[config.mk]
export PLATFORM = sky130hd
export DESIGN_NAME = memsvc_ctrl_top
export DESIGN_NICKNAME = d
export VERILOG_FILES = /design/src/rtl/memsvc_pkg.sv /design/src/rtl/memsvc_datapath.sv /design/src/rtl/memsvc_ctrl.sv /design/src/rtl/memsvc_ctrl_top.sv
export SDC_FILE = /design/constraint.sdc
export NUM_CORES = 1
export LEC_CHECK = 0
export BUFFER_PORTS_ARGS = -buffer_cell sky130_fd_sc_hd__buf_2
export CAP_MARGIN = 20
export CORE_ASPECT_RATIO = 1.4
export CORE_UTILIZATION = 50
export CTS_BUF_LIST = sky130_fd_sc_hd__clkbuf_8 sky130_fd_sc_hd__clkbuf_16
export DETAILED_ROUTE_END_ITERATION = 7
export HOLD_SLACK_MARGIN = 0.12
export PLACE_DENSITY = 0.82
export SYNTH_ARGS = -nofsm -noshare
export SYNTH_HDL_FRONTEND = slang
export SYNTH_SLANG_ARGS = --single-unit
[constraint.sdc]
create_clock -name clk -period 6.96 [get_ports clk]
set_input_delay 0.348 -clock clk [delete_from_list [all_inputs] [get_ports clk]]
set_output_delay 0.348 -clock clk [all_outputs]
set_load 0.005 [all_outputs]
[src/rtl/memsvc_pkg.sv]
package memsvc_pkg;

  localparam logic [5:0] IDX_CTRL = 6'd0;
  localparam logic [5:0] IDX_STAT = 6'd1;
  localparam logic [5:0] IDX_ADDR = 6'd2;
  localparam logic [5:0] IDX_LEN  = 6'd3;
  localparam logic [5:0] IDX_DATA = 6'd4;

  localparam logic [1:0]  CMD_CRC  = 2'b01;
  localparam logic [31:0] CRC_POLY = 32'hEDB88320;

  // strobes from control to datapath
  typedef struct packed {
    logic        wrAddr;
    logic        wrLen;
    logic        wrData;
    logic [31:0] wdata;
    logic        step;
  } dpCtl_t;

  function automatic logic [31:0] crcFold(input logic [31:0] crcIn, input logic [31:0] word);
    logic [31:0] c;
    c = crcIn ^ word;
    for (int b = 0; b < 32; b++) begin
      c = c[0] ? ((c >> 1) ^ CRC_POLY) : (c >> 1);
    end
    return c;
  endfunction

endpackage

[src/rtl/memsvc_datapath.sv]
module memsvc_datapath
  import memsvc_pkg::*;
#(
  parameter int MEM_AW = 32,
  parameter int LEN_W  = 16
) (
  input  logic              clk,
  input  logic              rstN,
  input  dpCtl_t            ctl,
  input  logic [31:0]       memRdata,
  output logic [MEM_AW-1:0] addrReg,
  output logic [LEN_W-1:0]  lenReg,
  output logic [31:0]       dataReg,
  output logic              lenZero,
  output logic              lastWord
);

  localparam logic [LEN_W-1:0]  LEN_STEP  = LEN_W'(4);
  localparam logic [MEM_AW-1:0] ADDR_STEP = MEM_AW'(4);

  always_ff @(posedge clk or negedge rstN) begin
    if (!rstN) begin
      addrReg <= '0;
      lenReg  <= '0;
      dataReg <= '0;
    end else if (ctl.step) begin
      addrReg <= addrReg + ADDR_STEP;
      lenReg  <= lenReg - LEN_STEP;
      dataReg <= crcFold(dataReg, memRdata);
    end else begin
      if (ctl.wrAddr) addrReg <= {ctl.wdata[MEM_AW-1:2], 2'b00};
      if (ctl.wrLen)  lenReg  <= {ctl.wdata[LEN_W-1:2], 2'b00};
      if (ctl.wrData) dataReg <= ctl.wdata;
    end
  end

  assign lenZero  = (lenReg == '0);
  assign lastWord = (lenReg == LEN_STEP);


  addr_advance_chk: assert property (@(posedge clk) disable iff (!rstN)
    ctl.step |=> addrReg == $past(addrReg) + ADDR_STEP);


  len_countdown_chk: assert property (@(posedge clk) disable iff (!rstN)
    ctl.step |=> lenReg == $past(lenReg) - LEN_STEP);

endmodule

[src/rtl/memsvc_ctrl.sv]
module memsvc_ctrl
  import memsvc_pkg::*;
#(
  parameter int CPU_AW = 8,
  parameter int DBG_AW = 14,
  parameter int MEM_AW = 32,
  parameter int LEN_W  = 16
) (
  input  logic              clk,
  input  logic              rstN,
  input  logic              secure,
  input  logic              cpuSel,
  input  logic              cpuWe,
  input  logic [CPU_AW-1:0] cpuAddr,
  input  logic [31:0]       cpuWdata,
  output logic [31:0]       cpuRdata,
  input  logic              dbgSel,
  input  logic              dbgWe,
  input  logic [DBG_AW-1:0] dbgAddr,
  input  logic [31:0]       dbgWdata,
  output logic [31:0]       dbgRdata,
  output logic              dbgErr,
  output logic              memValid,
  input  logic              memReady,
  input  logic              memErr,
  input  logic [MEM_AW-1:0] addrReg,
  input  logic [LEN_W-1:0]  lenReg,
  input  logic [31:0]       dataReg,
  input  logic              lenZero,
  input  logic              lastWord,
  output dpCtl_t            dpCtl
);

  localparam logic [DBG_AW-1:0] DBG_LOW_END = DBG_AW'(32'h100);
  localparam logic [DBG_AW-1:0] DBG_WIN_END = DBG_AW'(32'h2000);

  typedef enum logic {ST_IDLE, ST_RUN} state_t;

  state_t state;
  logic   done, busErr, protErr, busy;

  logic       dbgLow, dbgInWin, dbgBlocked, dbgHit;
  logic       cpuWr, dbgWr, wrEn;
  logic [5:0] cpuIdx, dbgIdx, wrIdx;
  logic [31:0] wrVal;
  logic       start, accept;
  logic [31:0] statusWord;

  assign busy = (state == ST_RUN);

  // address decode for both ports
  assign cpuIdx     = cpuAddr[7:2];
  assign dbgIdx     = dbgAddr[7:2];
  assign dbgLow     = (dbgAddr < DBG_LOW_END);
  assign dbgInWin   = (dbgAddr < DBG_WIN_END);
  assign dbgBlocked = dbgSel && secure && dbgLow;
  assign dbgHit     = dbgSel && dbgInWin && !dbgBlocked;
  assign dbgErr     = dbgBlocked;

  // write arbitration: CPU first
  assign cpuWr = cpuSel && cpuWe;
  assign dbgWr = dbgHit && dbgWe && !cpuWr;
  assign wrEn  = cpuWr || dbgWr;
  assign wrIdx = cpuWr ? cpuIdx : dbgIdx;
  assign wrVal = cpuWr ? cpuWdata : dbgWdata;

  assign start  = wrEn && (wrIdx == IDX_CTRL) && (wrVal[1:0] == CMD_CRC) && !busy;
  assign accept = busy && memReady;

  assign statusWord = {28'd0, protErr, busErr, busy, done};

  function automatic logic [31:0] readReg(input logic [5:0] idx);
    case (idx)
      IDX_STAT: return statusWord;
      IDX_ADDR: return 32'(addrReg);
      IDX_LEN:  return 32'(lenReg);
      IDX_DATA: return dataReg;
      default:  return 32'd0;
    endcase
  endfunction

  always_comb begin
    cpuRdata = cpuSel ? readReg(cpuIdx) : 32'd0;
    dbgRdata = dbgHit ? readReg(dbgIdx) : 32'd0;
  end

  always_comb begin
    dpCtl        = '0;
    dpCtl.wdata  = wrVal;
    dpCtl.wrAddr = wrEn && !busy && (wrIdx == IDX_ADDR);
    dpCtl.wrLen  = wrEn && !busy && (wrIdx == IDX_LEN);
    dpCtl.wrData = wrEn && !busy && (wrIdx == IDX_DATA);
    dpCtl.step   = accept && !memErr;
  end

  assign memValid = busy;

  always_ff @(posedge clk or negedge rstN) begin
    if (!rstN) begin
      state  <= ST_IDLE;
      done   <= 1'b0;
      busErr <= 1'b0;
    end else begin
      case (state)
        ST_IDLE: begin
          if (start) begin
            busErr <= 1'b0;
            if (lenZero) begin
              done <= 1'b1;
            end else begin
              done  <= 1'b0;
              state <= ST_RUN;
            end
          end
        end
        ST_RUN: begin
          if (accept && memErr) begin
            busErr <= 1'b1;
            done   <= 1'b1;
            state  <= ST_IDLE;
          end else if (accept && lastWord) begin
            done  <= 1'b1;
            state <= ST_IDLE;
          end
        end
        default: state <= ST_IDLE;
      endcase
    end
  end

  always_ff @(posedge clk or negedge rstN) begin
    if (!rstN) begin
      protErr <= 1'b0;
    end else if (dbgBlocked) begin
      protErr <= 1'b1;
    end else if (wrEn && (wrIdx == IDX_STAT) && wrVal[3]) begin
      protErr <= 1'b0;
    end
  end

  logic unusedBits;
  assign unusedBits = ^{cpuAddr[1:0], dbgAddr[1:0]};


  start_clears_done_chk: assert property (@(posedge clk) disable iff (!rstN)
    start && !lenZero |=> busy && !done && !busErr);


  busy_keeps_operands_chk: assert property (@(posedge clk) disable iff (!rstN)
    busy && !memReady |=> busy && $stable(addrReg) && $stable(lenReg) && $stable(dataReg));


  prot_sticky_chk: assert property (@(posedge clk) disable iff (!rstN)
    dbgBlocked |=> protErr);


  buserr_end_chk: assert property (@(posedge clk) disable iff (!rstN)
    busy && memReady && memErr |=> done && busErr && !busy);


  zero_len_chk: assert property (@(posedge clk) disable iff (!rstN)
    start && lenZero |=> done && !memValid);

endmodule

[src/rtl/memsvc_ctrl_top.sv]
module memsvc_ctrl_top
  import memsvc_pkg::*;
#(
  parameter int CPU_AW = 8,
  parameter int DBG_AW = 14,
  parameter int MEM_AW = 32,
  parameter int LEN_W  = 16
) (
  input  logic              clk,
  input  logic              rstN,
  input  logic              secure,
  input  logic              cpuSel,
  input  logic              cpuWe,
  input  logic [CPU_AW-1:0] cpuAddr,
  input  logic [31:0]       cpuWdata,
  output logic [31:0]       cpuRdata,
  input  logic              dbgSel,
  input  logic              dbgWe,
  input  logic [DBG_AW-1:0] dbgAddr,
  input  logic [31:0]       dbgWdata,
  output logic [31:0]       dbgRdata,
  output logic              dbgErr,
  output logic              memValid,
  output logic [MEM_AW-1:0] memAddr,
  input  logic              memReady,
  input  logic [31:0]       memRdata,
  input  logic              memErr
);

  dpCtl_t            dpCtl;
  logic [MEM_AW-1:0] addrReg;
  logic [LEN_W-1:0]  lenReg;
  logic [31:0]       dataReg;
  logic              lenZero, lastWord;

  memsvc_ctrl #(.CPU_AW(CPU_AW), .DBG_AW(DBG_AW), .MEM_AW(MEM_AW), .LEN_W(LEN_W)) u_ctrl (
    .clk(clk), .rstN(rstN), .secure(secure),
    .cpuSel(cpuSel), .cpuWe(cpuWe), .cpuAddr(cpuAddr), .cpuWdata(cpuWdata), .cpuRdata(cpuRdata),
    .dbgSel(dbgSel), .dbgWe(dbgWe), .dbgAddr(dbgAddr), .dbgWdata(dbgWdata), .dbgRdata(dbgRdata),
    .dbgErr(dbgErr),
    .memValid(memValid), .memReady(memReady), .memErr(memErr),
    .addrReg(addrReg), .lenReg(lenReg), .dataReg(dataReg),
    .lenZero(lenZero), .lastWord(lastWord), .dpCtl(dpCtl)
  );

  memsvc_datapath #(.MEM_AW(MEM_AW), .LEN_W(LEN_W)) u_dp (
    .clk(clk), .rstN(rstN), .ctl(dpCtl), .memRdata(memRdata),
    .addrReg(addrReg), .lenReg(lenReg), .dataReg(dataReg),
    .lenZero(lenZero), .lastWord(lastWord)
  );

  assign memAddr = addrReg;


  mem_addr_hold_chk: assert property (@(posedge clk) disable iff (!rstN)
    memValid && !memReady |=> memValid && $stable(memAddr));

endmodule

### Word-level counts from Yosys, hierarchy flattened

Cells that the tools add are included.

| storage, ports and cells | value |
|---|---|
| output and inout bits | 98 |
| register bits after elaboration | 84 |
| logic and storage cells | 154 |
| input bits | 127 |

| cells by class | value |
|---|---|
| $add $sub $neg | 2 |
| order comparisons | 2 |
| bitwise operators | 34 |
| equal/unequal tests | 17 |
| reductions and logical operators | 33 |
| mux-type cells | 59 |

Operators by type and width:

| operator | count |
|---|---|
| 32-bit 2-to-1 mux | 39 |
| 13-bit inverter with 14-bit output | 32 |
| 32-bit case mux with 4 select lines | 2 |
| 6-bit by 2-bit equality test with 1-bit output, second input constant | 6 |
| 32-bit by 3-bit adder with 32-bit output, second input constant | 1 |
| 16-bit 2-to-1 mux | 2 |
| 32-bit bitwise XOR | 1 |
| 1-bit logical AND | 20 |
| 6-bit by 1-bit equality test with 1-bit output, second input constant | 3 |
| 6-bit by 3-bit equality test with 1-bit output, second input constant | 3 |
| 16-bit by 3-bit equality test with 1-bit output, second input constant | 1 |
| 16-bit logical NOT | 1 |
| 16-bit by 3-bit subtractor with 16-bit output, second input constant | 1 |
| 14-bit < comparator, second input constant | 1 |
| 14-bit by 9-bit < comparator with 1-bit output, second input constant | 1 |
| 1-bit 2-to-1 mux | 12 |
| 2-bit nonzero test | 4 |
| 6-bit logical NOT | 1 |
| 6-bit 2-to-1 mux | 1 |
| 1-bit case mux with 2 select lines | 3 |
| 1-bit logical NOT | 4 |
| 2-bit AND reduction | 2 |
| 3-bit != test, second input constant | 1 |
| 2-bit by 1-bit equality test with 1-bit output, second input constant | 1 |
| 4 further kinds | 4 |

### Logic depth before layout (Yosys ltp)

Gate-level depths: netlist (run 1).

| depth | value |
|---|---|
| depth after elaboration | 66 |
| gate-level depth with buffers | 12 |

### Cells and area by module

A second synthesis (run 1) with hierarchy kept.

| second synthesis, totals | value |
|---|---|
| cell total of the unflattened synthesis | 971 |
| area total of the unflattened synthesis | 9505.4 sq um |

Modules (own cells, without submodules):

| module | times used | area an instance (sq um) | cells an instance | seq. area each (sq um) |
|---|---|---|---|---|
| memsvc_datapath | 1 | 7524.7 | 709 | 1901.8 |
| memsvc_ctrl | 1 | 1980.6 | 262 | 100.1 |

### Worst setup path after synthesis (run 1)

OpenSTA, ideal clock, no wires.

| path | value |
|---|---|
| path type | register to register |
| start point | register u_dp.dataReg[0] |
| end point | register u_dp.dataReg[4] |
| required time | 6.878 ns |
| stages on the path, launching flop included | 10 |
| library setup time | 0.082 ns |
| data arrival time | 3.455 ns |
| setup slack | 3.423 ns |
| clock period less this slack | 3.537 ns |
| path through | dfrtp_1 > xnor2_4 > xnor3_4 > xor2_1 > xor3_1 > xnor3_1 > xnor3_1 > xnor2_1 > nor2_1 > a31oi_1 |

| on the way | value |
|---|---|
| cells in the longest elaborated chain, start to end | 45 |
| elaborated cells between the ends (all ways) | 57 |
| classes of those cells | mux: 33; bitwise: 24 |

Ends and longest elaborated chain:

| element | RTL line | text |
|---|---|---|
| start: declaration | memsvc_datapath.sv:13 | `output logic [31:0] dataReg,` |
| start signal: assignment | memsvc_datapath.sv:29 | `dataReg <= crcFold(dataReg, memRdata);` |
| start signal: assignment | memsvc_datapath.sv:33 | `if (ctl.wrData) dataReg <= ctl.wdata;` |
| 32-bit bitwise XOR * | memsvc_pkg.sv:23 | `c = crcIn ^ word;` |
| 32-bit 2-to-1 mux * (8 in series) | memsvc_pkg.sv:25 | `c = c[0] ? ((c >> 1) ^ CRC_POLY) : (c >> 1);` |
| 13-bit inverter with 14-bit output (no source line) / 32-bit 2-to-1 mux (equally long branches) | n/a |  |
| 32-bit 2-to-1 mux * | memsvc_pkg.sv:25 |  |
| 13-bit inverter with 14-bit output (no source line) / 32-bit 2-to-1 mux (equally long branches) | n/a |  |
| 32-bit 2-to-1 mux * (2 in series) | memsvc_pkg.sv:25 |  |
| 13-bit inverter with 14-bit output (no source line) / 32-bit 2-to-1 mux (equally long branches) | n/a |  |
| 32-bit 2-to-1 mux * | memsvc_pkg.sv:25 |  |
| (+13 left out) | n/a |  |
| 32-bit 2-to-1 mux * (6 in series) | memsvc_pkg.sv:25 |  |
| 13-bit inverter with 14-bit output (no source line) | n/a |  |
| 32-bit 2-to-1 mux * | memsvc_pkg.sv:25 |  |
| 13-bit inverter with 14-bit output (no source line) / 32-bit 2-to-1 mux (equally long branches) | n/a |  |
| 32-bit 2-to-1 mux * (3 in series) | memsvc_pkg.sv:25 |  |
| 13-bit inverter with 14-bit output (no source line) / 32-bit 2-to-1 mux (equally long branches) | n/a |  |
| 32-bit 2-to-1 mux * (2 in series) | memsvc_pkg.sv:25 |  |
| 32-bit 2-to-1 mux * | memsvc_datapath.sv:26 | `end else if (ctl.step) begin` |

Every way passes the cells marked *; elsewhere a longest branch is shown, timed or not.
A chain may end at the register's enable or synchronous reset.

### Worst setup path after layout (run 1)

| path | value |
|---|---|
| start point | register u_dp.dataReg[9] |
| end point | register u_dp.dataReg[4] |

| on the way | value |
|---|---|
| cells in the longest elaborated chain, start to end | 45 |
| elaborated cells between the ends (all ways) | 49 |
| classes of those cells | mux: 33; bitwise: 16 |

Ends and longest elaborated chain:

| element | RTL line |
|---|---|
| 32-bit bitwise XOR * | memsvc_pkg.sv:23 |
| 13-bit inverter with 14-bit output (no source line) | n/a |
| 32-bit 2-to-1 mux * (3 in series) | memsvc_pkg.sv:25 |
| 13-bit inverter with 14-bit output (no source line) | n/a |
| 32-bit 2-to-1 mux * (8 in series) | memsvc_pkg.sv:25 |
| 13-bit inverter with 14-bit output (no source line) | n/a |
| 32-bit 2-to-1 mux * | memsvc_pkg.sv:25 |
| 13-bit inverter with 14-bit output (no source line) | n/a |
| (+12 left out) | n/a |
| 32-bit 2-to-1 mux * (6 in series) | memsvc_pkg.sv:25 |
| 13-bit inverter with 14-bit output (no source line) | n/a |
| 32-bit 2-to-1 mux * | memsvc_pkg.sv:25 |
| 13-bit inverter with 14-bit output (no source line) | n/a |
| 32-bit 2-to-1 mux * (3 in series) | memsvc_pkg.sv:25 |
| 13-bit inverter with 14-bit output (no source line) | n/a |
| 32-bit 2-to-1 mux * (2 in series) | memsvc_pkg.sv:25 |
| 32-bit 2-to-1 mux * | memsvc_datapath.sv:26 |

Marks and branches as above.

==> results_dict.tcl, run 1 <==
set metrics [dict create \
    netlist-cell-type-count 61 \
    ys_seq_elements 80 \
    portBuffers 218 \
    final_util_pct 61.4 \
    clock_skew_ps 8.17 \
    grt_pass1_vias 7965 \
    post_cts_buffers 0 \
    dpl.hpwl_mm 23.6 \
    synth_enable_flop_cells 0 \
    synth_area_sq_mm 0.00877 \
    cp.required_ps 7220 \
    tns_ps 0 \
    hp-class "in -> reg" \
    layout.nets 1314 \
    die-height_um 159 \
    tritoncts "yes" \
    status "finished, final reports clean" \
    initial_core_util_pct 51.7 \
    r2r_start "u_dp.dataReg[9]$_DFFE_PN0P_" \
    antenna_found_initial 0 \
    grt_max_degree 81 \
    ant_nets 0 \
    min_from "memReady" \
    coreArea_sq_mm 0.0170 \
    grt_setup_unrepaired "no" \
    worst-path-buf-inv 0 \
    maxCapViolCount 0 \
    root_buffer "clkbuf_16" \
    place_congestion 0.984 \
    start_kind "flip-flop" \
    io_pins 225 \
    yosysSeqAreaShare_pct 22.8 \
    grt_pass1_wl_mm 45.1 \
    whs_ps 275 \
    yosys_warnings 0 \
    crit_path_max_incr_delay_ps 830 \
    vias_per_cell 6.02 \
    synth_ff_type "dfrtp_1" \
    cp_top_family "XOR/XNOR gates" \
    worst_ep_arrival_time_ps 4650 \
    grt-ovfl-total 0 \
    slew_viol_final 0 \
    fmax_mhz 228 \
    dieArea_sq_mm 0.0181 \
    clk_pin_slew_ps 60 \
    vias 8549 \
    critPathCaptureType "flip-flop" \
    path_max_fanout 6 \
    avgSynthCellArea_sq_um 8.77 \
    area_delta_synth_final_pct 18.7 \
    avgRoutedWirePerCell_um 21.4 \
    cts_sinks 80 \
    slew_headroom_pct 27.6 \
    cts_buffers 9 \
    dr.pass1.iters 8 \
    drc_errors 0 \
    finalSetupViolCount 0 \
    max_slew.worst_pin.slew_ps 1080 \
    diodes 0 \
    fp.dieW_um 114 \
    num_rows 56 \
    layout-drive-gt1-share_pct 25.3 \
    insertion_delay_ps 340 \
    startpoint "u_dp.dataReg[9]$_DFFE_PN0P_" \
    fill_cells 1523 \
    criticalPathCategory "reg -> reg" \
    ys_async_sr_fraction_pct 100 \
    syn_inst 1000 \
    slowest_stage "xnor2_1" \
    cts_buffer_depth 2 \
    htree_levels 3 \
    mostFrequentLayoutCells "217 x buf_2, 154 x xnor2_1, 138 x nand2_1, 80 x dfrtp_1, 75 x nor2_1" \
    track_usage_pct 33.4 \
    finalCriticalPeriod_ps 4390 \
    finalCritPeriodShare_pct 63.0 \
    routed_wl_mm 30.4 \
    hold_viol_final 0 \
    drt_iter0_markers 1044 \
    final_common_cell "buf_2" \
    crit_chain "xnor2_1 > xnor3_4 > xor2_1 > xor3_1 > xnor3_1 > xnor3_1 > xnor2_1 > nor2_1 > a31oi_1" \
]
==> area by class of cell <==
type | instances | area (sq um) | share of cell area [%]
multi-input cells | 852 | 6530 | 62.7
flip-flops and latches | 80 | 2000 | 19.2
repair buffers | 232 | 1220 | 11.8
well taps | 232 | 290 | 2.79
clock buffers | 9 | 225 | 2.16
clock inverters | 7 | 111 | 1.07
inverters | 8 | 30.0 | 0.288
==> synthesized netlist by cell type (all sizes together) (8+ instances only) <==
cell	n	area, sq um
inv	8	30.0
xnor2	171	1680
nand2	138	518
o211ai	20	150
clkbuf	55	220
mux2i	16	160
a31oi	20	125
nor2b	19	119
o21ai	45	225
xnor3	33	769
o22a	9	78.8
dfrtp	80	2000
a222oi	12	120
xor2	55	538
a22oi	57	428
a21oi	56	280
nor2	80	300
nor4	11	68.8
xor3	9	219
nand3	23	115
and3	15	93.8
==> through the flow <==
stage | instance area [sq um] | setup slack [ps] | std cells
after floorplan | 8770 | 3420 | 1001
after global placement | 10000 | 2650 | 1399
after detailed placement | 10000 | 2640 | 1399
after CTS | 10300 | 2640 | 1415
after global routing | 10400 | 2530 | 1420
final | 10400 | 2570 | 1420
==> worst paths after layout <==
| path | endpoint | slack (ps) | cells past startpoint |
|---|---|---|---|
| hold / removal | u_ctrl.busErr$_DFFE_PN0P_ | 280 | 3 |
| hold reg to reg | u_ctrl.busErr$_DFFE_PN0P_ | 570 | 2 |
| setup / recovery | u_dp.dataReg[4]$_DFFE_PN0P_ | 2570 | 9 |
| setup reg to reg | u_dp.dataReg[4]$_DFFE_PN0P_ | 2570 | 9 |
| max in group asynchronous | u_dp.dataReg[14]$_DFFE_PN0P_ | 5890 | 3 |
| min in group asynchronous | u_dp.addrReg[28]$_DFFE_PN0P_ | 470 | 2 |
==> metal layers <==
metal / vias up / GRT usage, % / part of all wire, %
li1: 3894 / - / -
met1: 4050 / 39.8 / 37
met2: 515 / 58.8 / 50
met3: 90 / 4.64 / 8.2
met4: 0 / 16.8 / 5.1
met5: - / 0 / 0
==> worst reg2reg max path, stage by stage (launching register included) <==
cell,delay (ps)
dfrtp_1,450
xnor2_1,830
xnor3_4,570
xor2_1,520
xor3_1,510
xnor3_1,470
xnor3_1,540
xnor2_1,210
nor2_1,50
a31oi_1,150
==> state kept, by name (all words and copies together), names as in the netlist <==
| name | cells |
|---|---|
| u_ctrl.protErr | 1 |
| u_ctrl.memValid | 1 |
| u_dp.addrReg | 30 |
| u_ctrl.busErr | 1 |
| u_dp.dataReg | 32 |
| u_dp.lenReg | 14 |
| u_ctrl.done | 1 |
==> cells by family after synthesis <==
| family | after synthesis | share of synthesized area (%) |
|---|---|---|
| AO/OA/AOI/OAI | 245 | 18.7 |
| XOR/XNOR | 268 | 36.6 |
| adder cells (fa/ha/maj) | 4 | 0.571 |
| buffers and inverters | 69 | 3.27 |
| flip-flops | 80 | 22.8 |
| multiplexers | 18 | 2.08 |
| other | 1 | 0.0428 |
| AND/OR/NAND/NOR | 315 | 16.0 |
==> what timing repair did <==
action                    4_1_cts  5_1_grt
hold buffers                    0        1
hold endpoints to repair        0       23
gates resized for setup         0        0
Power of run 1 is not shown: default switching activity piles up to over one toggle a cycle in this logic, so the estimate is an artifact.
==> run 2, diff against run 1 <==
- PLACE_DENSITY: 0.82 -> 0.85
- clock period: 6.96 -> 3.9 ns (I/O delays scaled with it)
==> results_dict.tcl, run 2 (same netlist as run 1, synthesis figures left out) <==
set metrics [dict create \
    status "finished, final reports clean" \
    r2r_start "u_dp.dataReg[2]$_DFFE_PN0P_" \
    maxCapViolCount 0 \
    tritoncts "yes" \
    drc_errors 0 \
    fp.dieW_um 114 \
    finalSetupViolCount 0 \
    post_cts_buffers 0 \
    place_congestion 1.03 \
    slew_headroom_pct 30.8 \
    vias_per_cell 6.04 \
    largest_reg_flops 32 \
    grt_setup_unrepaired "no" \
    drt_iter0_markers 1128 \
    area_delta_synth_final_pct 22.3 \
    fill_cells 1493 \
    portBuffers 218 \
    min_from "memErr" \
    root_buffer "clkbuf_16" \
    io_pins 225 \
    num_rows 56 \
    grt-ovfl-total 0 \
    max_slew.worst_pin.slew_ps 1040 \
    criticalPathCategory "reg -> reg" \
    htree_levels 3 \
    layout-drive-gt1-share_pct 28.0 \
    cts_sinks 80 \
    cts_buffer_depth 2 \
    reg2reg_slack_ps 170 \
    post_cts_resized 0 \
    grt_pass1_wl_mm 47.1 \
    avgRoutedWirePerCell_um 21.4 \
    critPathCaptureType "flip-flop" \
    grt_pass1_vias 8403 \
    holdPathEnd "u_ctrl.busErr$_DFFE_PN0P_" \
    hold_viol_final 0 \
    path_max_fanout 5 \
    track_usage_pct 34.9 \
    r2r-end "u_dp.dataReg[4]$_DFFE_PN0P_" \
    dpl.hpwl_mm 24.8 \
    initial_core_util_pct 51.7 \
    routed_wl_mm 31.4 \
    antenna_found_initial 1 \
    mostFrequentLayoutCells "217 x buf_2, 154 x xnor2_1, 138 x nand2_1, 80 x dfrtp_1, 75 x nor2_1" \
    r2r_cells 11 \
    ant_nets 0 \
    clk_pin_slew_ps 60 \
    hp-class "in -> reg" \
    dr.pass1.iters 8 \
    final_common_cell "buf_2" \
    layout.nets 1360 \
    insertion_delay_ps 350 \
    fmax_mhz 268 \
    coreArea_sq_mm 0.0170 \
    grt_max_degree 81 \
    start_kind "flip-flop" \
    postCtsHoldBufs 2 \
    clock_skew_ps 9.36 \
    cp.required_ps 4150 \
    final_util_pct 63.2 \
    dieArea_sq_mm 0.0181 \
    finalCritPeriodShare_pct 95.7 \
    vias 8859 \
    regArea_sq_mm 0.00200 \
    worst_ep_arrival_time_ps 3990 \
    largest-register "u_dp.dataReg" \
    die-height_um 159 \
    multi_input_area_sq_mm 0.00653 \
    finalCriticalPeriod_ps 3730 \
    top_regs "u_dp.dataReg: 32 flops, u_dp.addrReg: 30 flops, u_dp.lenReg: 14 flops" \
    slew_viol_final 0 \
    cts_buffers 9 \
    min_path_cells 3 \
    tns_ps 0 \
]
-- run 2: layout make-up --
type,count,area share (%)
well taps,232,2.71
flip-flops and latches,80,18.7
inverters,8,0.280
clock inverters,6,0.805
repair buffers,278,14.6
multi-input cells,852,60.9
clock buffers,9,2.10
diodes,1,0.0233
-- run 2: worst max path at each step --
| stage | from | end | slack [ps] | cells past startpoint |
|---|---|---|---|---|
| finish | u_dp.dataReg[2]$_DFFE_PN0P_ | u_dp.dataReg[4]$_DFFE_PN0P_ | 170 | 11 |
| global route | u_dp.dataReg[2]$_DFFE_PN0P_ | u_dp.dataReg[4]$_DFFE_PN0P_ | 60 | 11 |
| CTS | u_dp.dataReg[2]$_DFFE_PN0P_ | u_dp.dataReg[4]$_DFFE_PN0P_ | 200 | 11 |
| detailed placement | u_dp.dataReg[2]$_DFFE_PN0P_ | u_dp.dataReg[4]$_DFFE_PN0P_ | 250 | 11 |
| global placement | u_dp.dataReg[2]$_DFFE_PN0P_ | u_dp.dataReg[19]$_DFFE_PN0P_ | 280 | 9 |
| floorplan | u_dp.dataReg[0]$_DFFE_PN0P_ | u_dp.dataReg[4]$_DFFE_PN0P_ | 360 | 9 |
-- run 2: per-stage QoR --
| step | hold slack (ps) | setup WS (ps) | cell area [sq um] | instances |
|---|---|---|---|---|
| floorplan | -101 | 363 | 8770 | 1001 |
| global placement | 430 | 279 | 10400 | 1447 |
| detailed placement | 435 | 247 | 10400 | 1447 |
| CTS | 159 | 205 | 10700 | 1464 |
| global route | 200 | 63.6 | 10700 | 1466 |
| finish | 177 | 167 | 10700 | 1466 |
-- run 2: metal layers --
metal  global-route usage [%]  share of wire, %  up-vias
li1                         -                 -     4002
met1                     41.0                36     4203
met2                     61.7                51      548
met3                     3.88               7.5      106
met4                     20.1               5.4        0
met5                        0                 0        -
-- run 2: critical path, cell delays in order, from the launching register on --
cell and delay [ps]:
dfrtp_1 510, xnor2_4 400, buf_4 250, xnor2_4 190, xor3_1 610, xor3_1 490
xnor3_1 270, xnor3_1 340, buf_4 180, xnor2_1 160, nor2_1 60, a31oi_1 170
Power of run 2 is left out for the same reason.
==> run 3, diff against run 2 <==
- CTS_BUF_LIST: sky130_fd_sc_hd__clkbuf_8 sky130_fd_sc_hd__clkbuf_16 -> sky130_fd_sc_hd__clkbuf_4 sky130_fd_sc_hd__clkbuf_8 sky130_fd_sc_hd__clkbuf_16
- RECOVER_POWER: not set -> 100
==> results_dict.tcl, run 3 (same netlist as run 1, synthesis figures left out) <==
set metrics [dict create \
    status "complete, but fails checks" \
    violations "DRC, capacitance limit, slew limit" \
    cp_common_cell "clkbuf_1" \
    root_buffer "clkbuf_16" \
    post_cts_resized 0 \
    multi_input_area_sq_mm 0.00651 \
    portBuffers 218 \
    r2r_cells 10 \
    clk_pin_slew_ps 60 \
    largest_reg_flops 32 \
    cts_buffer_depth 2 \
    maxCapViolCount 2 \
    fp.dieW_um 114 \
    reg2reg_slack_ps 140 \
    dpl.hpwl_mm 24.8 \
    min_from "memErr" \
    cp.required_ps 3700 \
    grt_max_degree 81 \
    tns_ps 0 \
    path_max_fanout 33 \
    coreArea_sq_mm 0.0170 \
    vias 8847 \
    postCtsHoldBufs 2 \
    dieArea_sq_mm 0.0181 \
    slowest_stage "clkbuf_1" \
    vias_per_cell 6.03 \
    clock_skew_ps 9.31 \
    area_delta_synth_final_pct 20.9 \
    r2r-end "u_dp.dataReg[26]$_DFFE_PN0P_" \
    post_cts_buffers 0 \
    cts_sinks 80 \
    cts_buffers 9 \
    regArea_sq_mm 0.00200 \
    grt-ovfl-total 0 \
    max_slew.worst_pin.slew_ps 2060 \
    hp-class "in -> reg" \
    final_common_cell "xnor2_1" \
    ant_nets 0 \
    largest-register "u_dp.dataReg" \
    finalCriticalPeriod_ps 3770 \
    layout-drive-gt1-share_pct 21.8 \
    crit_chain "clkbuf_1 > nor4_1 > nand2_1 > nor2_2 > clkbuf_1 > o311ai_4 > buf_4 > a21oi_1 > clkbuf_1" \
    grt_pass1_wl_mm 47.1 \
    drt_iter0_markers 994 \
    avgRoutedWirePerCell_um 21.4 \
    fmax_mhz 265 \
    final_util_pct 62.5 \
    fill_cells 1551 \
    finalCritPeriodShare_pct 96.8 \
    worst-path-buf-inv 4 \
    slew_viol_final 115 \
    layout.nets 1360 \
    initial_core_util_pct 51.7 \
    top_regs "u_dp.dataReg: 32 flops, u_dp.addrReg: 30 flops, u_dp.lenReg: 14 flops" \
    num_rows 56 \
    io_pins 225 \
    slew_headroom_pct -37.1 \
    finalSetupViolCount 0 \
    drc_errors 4 \
    cp_top_family "buffers and inverters" \
    criticalPathCategory "in -> out" \
    min_path_cells 3 \
    tritoncts "yes" \
    insertion_delay_ps 340 \
    r2r_start "u_dp.dataReg[3]$_DFFE_PN0P_" \
    mostFrequentLayoutCells "154 x xnor2_1, 141 x buf_2, 138 x nand2_1, 80 x dfrtp_1, 76 x nor2_1" \
    die-height_um 159 \
    dr.pass1.iters 8 \
    grt_pass1_vias 8410 \
    crit_path_max_incr_delay_ps 1300 \
    critPathCaptureType "output port" \
    grt_setup_unrepaired "no" \
    routed_wl_mm 31.4 \
    antenna_found_initial 1 \
    place_congestion 1.03 \
    hold_viol_final 0 \
    htree_levels 3 \
    start_kind "input pin" \
    worst_ep_arrival_time_ps 3580 \
    track_usage_pct 34.9 \
    holdPathEnd "u_ctrl.busErr$_DFFE_PN0P_" \
]
-- run 3: worst max-delay path by stage --
stage | slack (ps) | depth (start not counted) | endpoint | from
final | 130 | 9 | dbgRdata[14] | dbgAddr[3]
after global routing | 30 | 9 | u_dp.dataReg[19]$_DFFE_PN0P_ | u_dp.dataReg[2]$_DFFE_PN0P_
after CTS | 200 | 11 | u_dp.dataReg[4]$_DFFE_PN0P_ | u_dp.dataReg[2]$_DFFE_PN0P_
after detailed placement | 250 | 11 | u_dp.dataReg[4]$_DFFE_PN0P_ | u_dp.dataReg[2]$_DFFE_PN0P_
after floorplan | 360 | 9 | u_dp.dataReg[4]$_DFFE_PN0P_ | u_dp.dataReg[0]$_DFFE_PN0P_
after global placement | 280 | 9 | u_dp.dataReg[19]$_DFFE_PN0P_ | u_dp.dataReg[2]$_DFFE_PN0P_
-- run 3: layout make-up --
type | instances | area share [%]
clock inverters | 5 | 0.779
multi-input cells | 852 | 61.4
repair buffers | 278 | 13.6
well taps | 232 | 2.74
diodes | 1 | 0.0236
inverters | 8 | 0.283
clock buffers | 10 | 2.20
flip-flops and latches | 80 | 18.9
-- run 3: through the flow --
| step | setup WS [ps] | hold WS, ps | instance area (sq um) | cells |
|---|---|---|---|---|
| 3_3_place_gp | 279 | 430 | 10400 | 1447 |
| 3_5_place_dp | 247 | 435 | 10400 | 1447 |
| 4_1_cts | 205 | 159 | 10700 | 1464 |
| 5_1_grt | 32.9 | 200 | 10600 | 1466 |
| 6_report | 125 | 169 | 10600 | 1466 |
| 2_1_floorplan | 363 | -101 | 8770 | 1001 |
-- run 3: worst reg2reg max path: stages, from the launching register on --
cell,delay [ps]
dfrtp_1,470
xnor2_2,300
buf_4,210
xnor3_1,480
xor3_2,470
xnor3_2,440
xor2_2,380
xor3_1,530
xnor2_1,200
nor2_1,50
a31oi_1,160
-- run 3: per-layer routing --
metal / vias up / track usage [%] / wire length, um / share of wire [%]
met3: 101 / 3.84 / 2210 / 7.0
li1: 3999 / - / - / -
met4: 0 / 20.2 / 1650 / 5.3
met5: - / 0 / 0 / 0
met2: 539 / 61.8 / 16000 / 51
met1: 4208 / 40.8 / 11600 / 37
Power of run 3 is left out for the same reason.
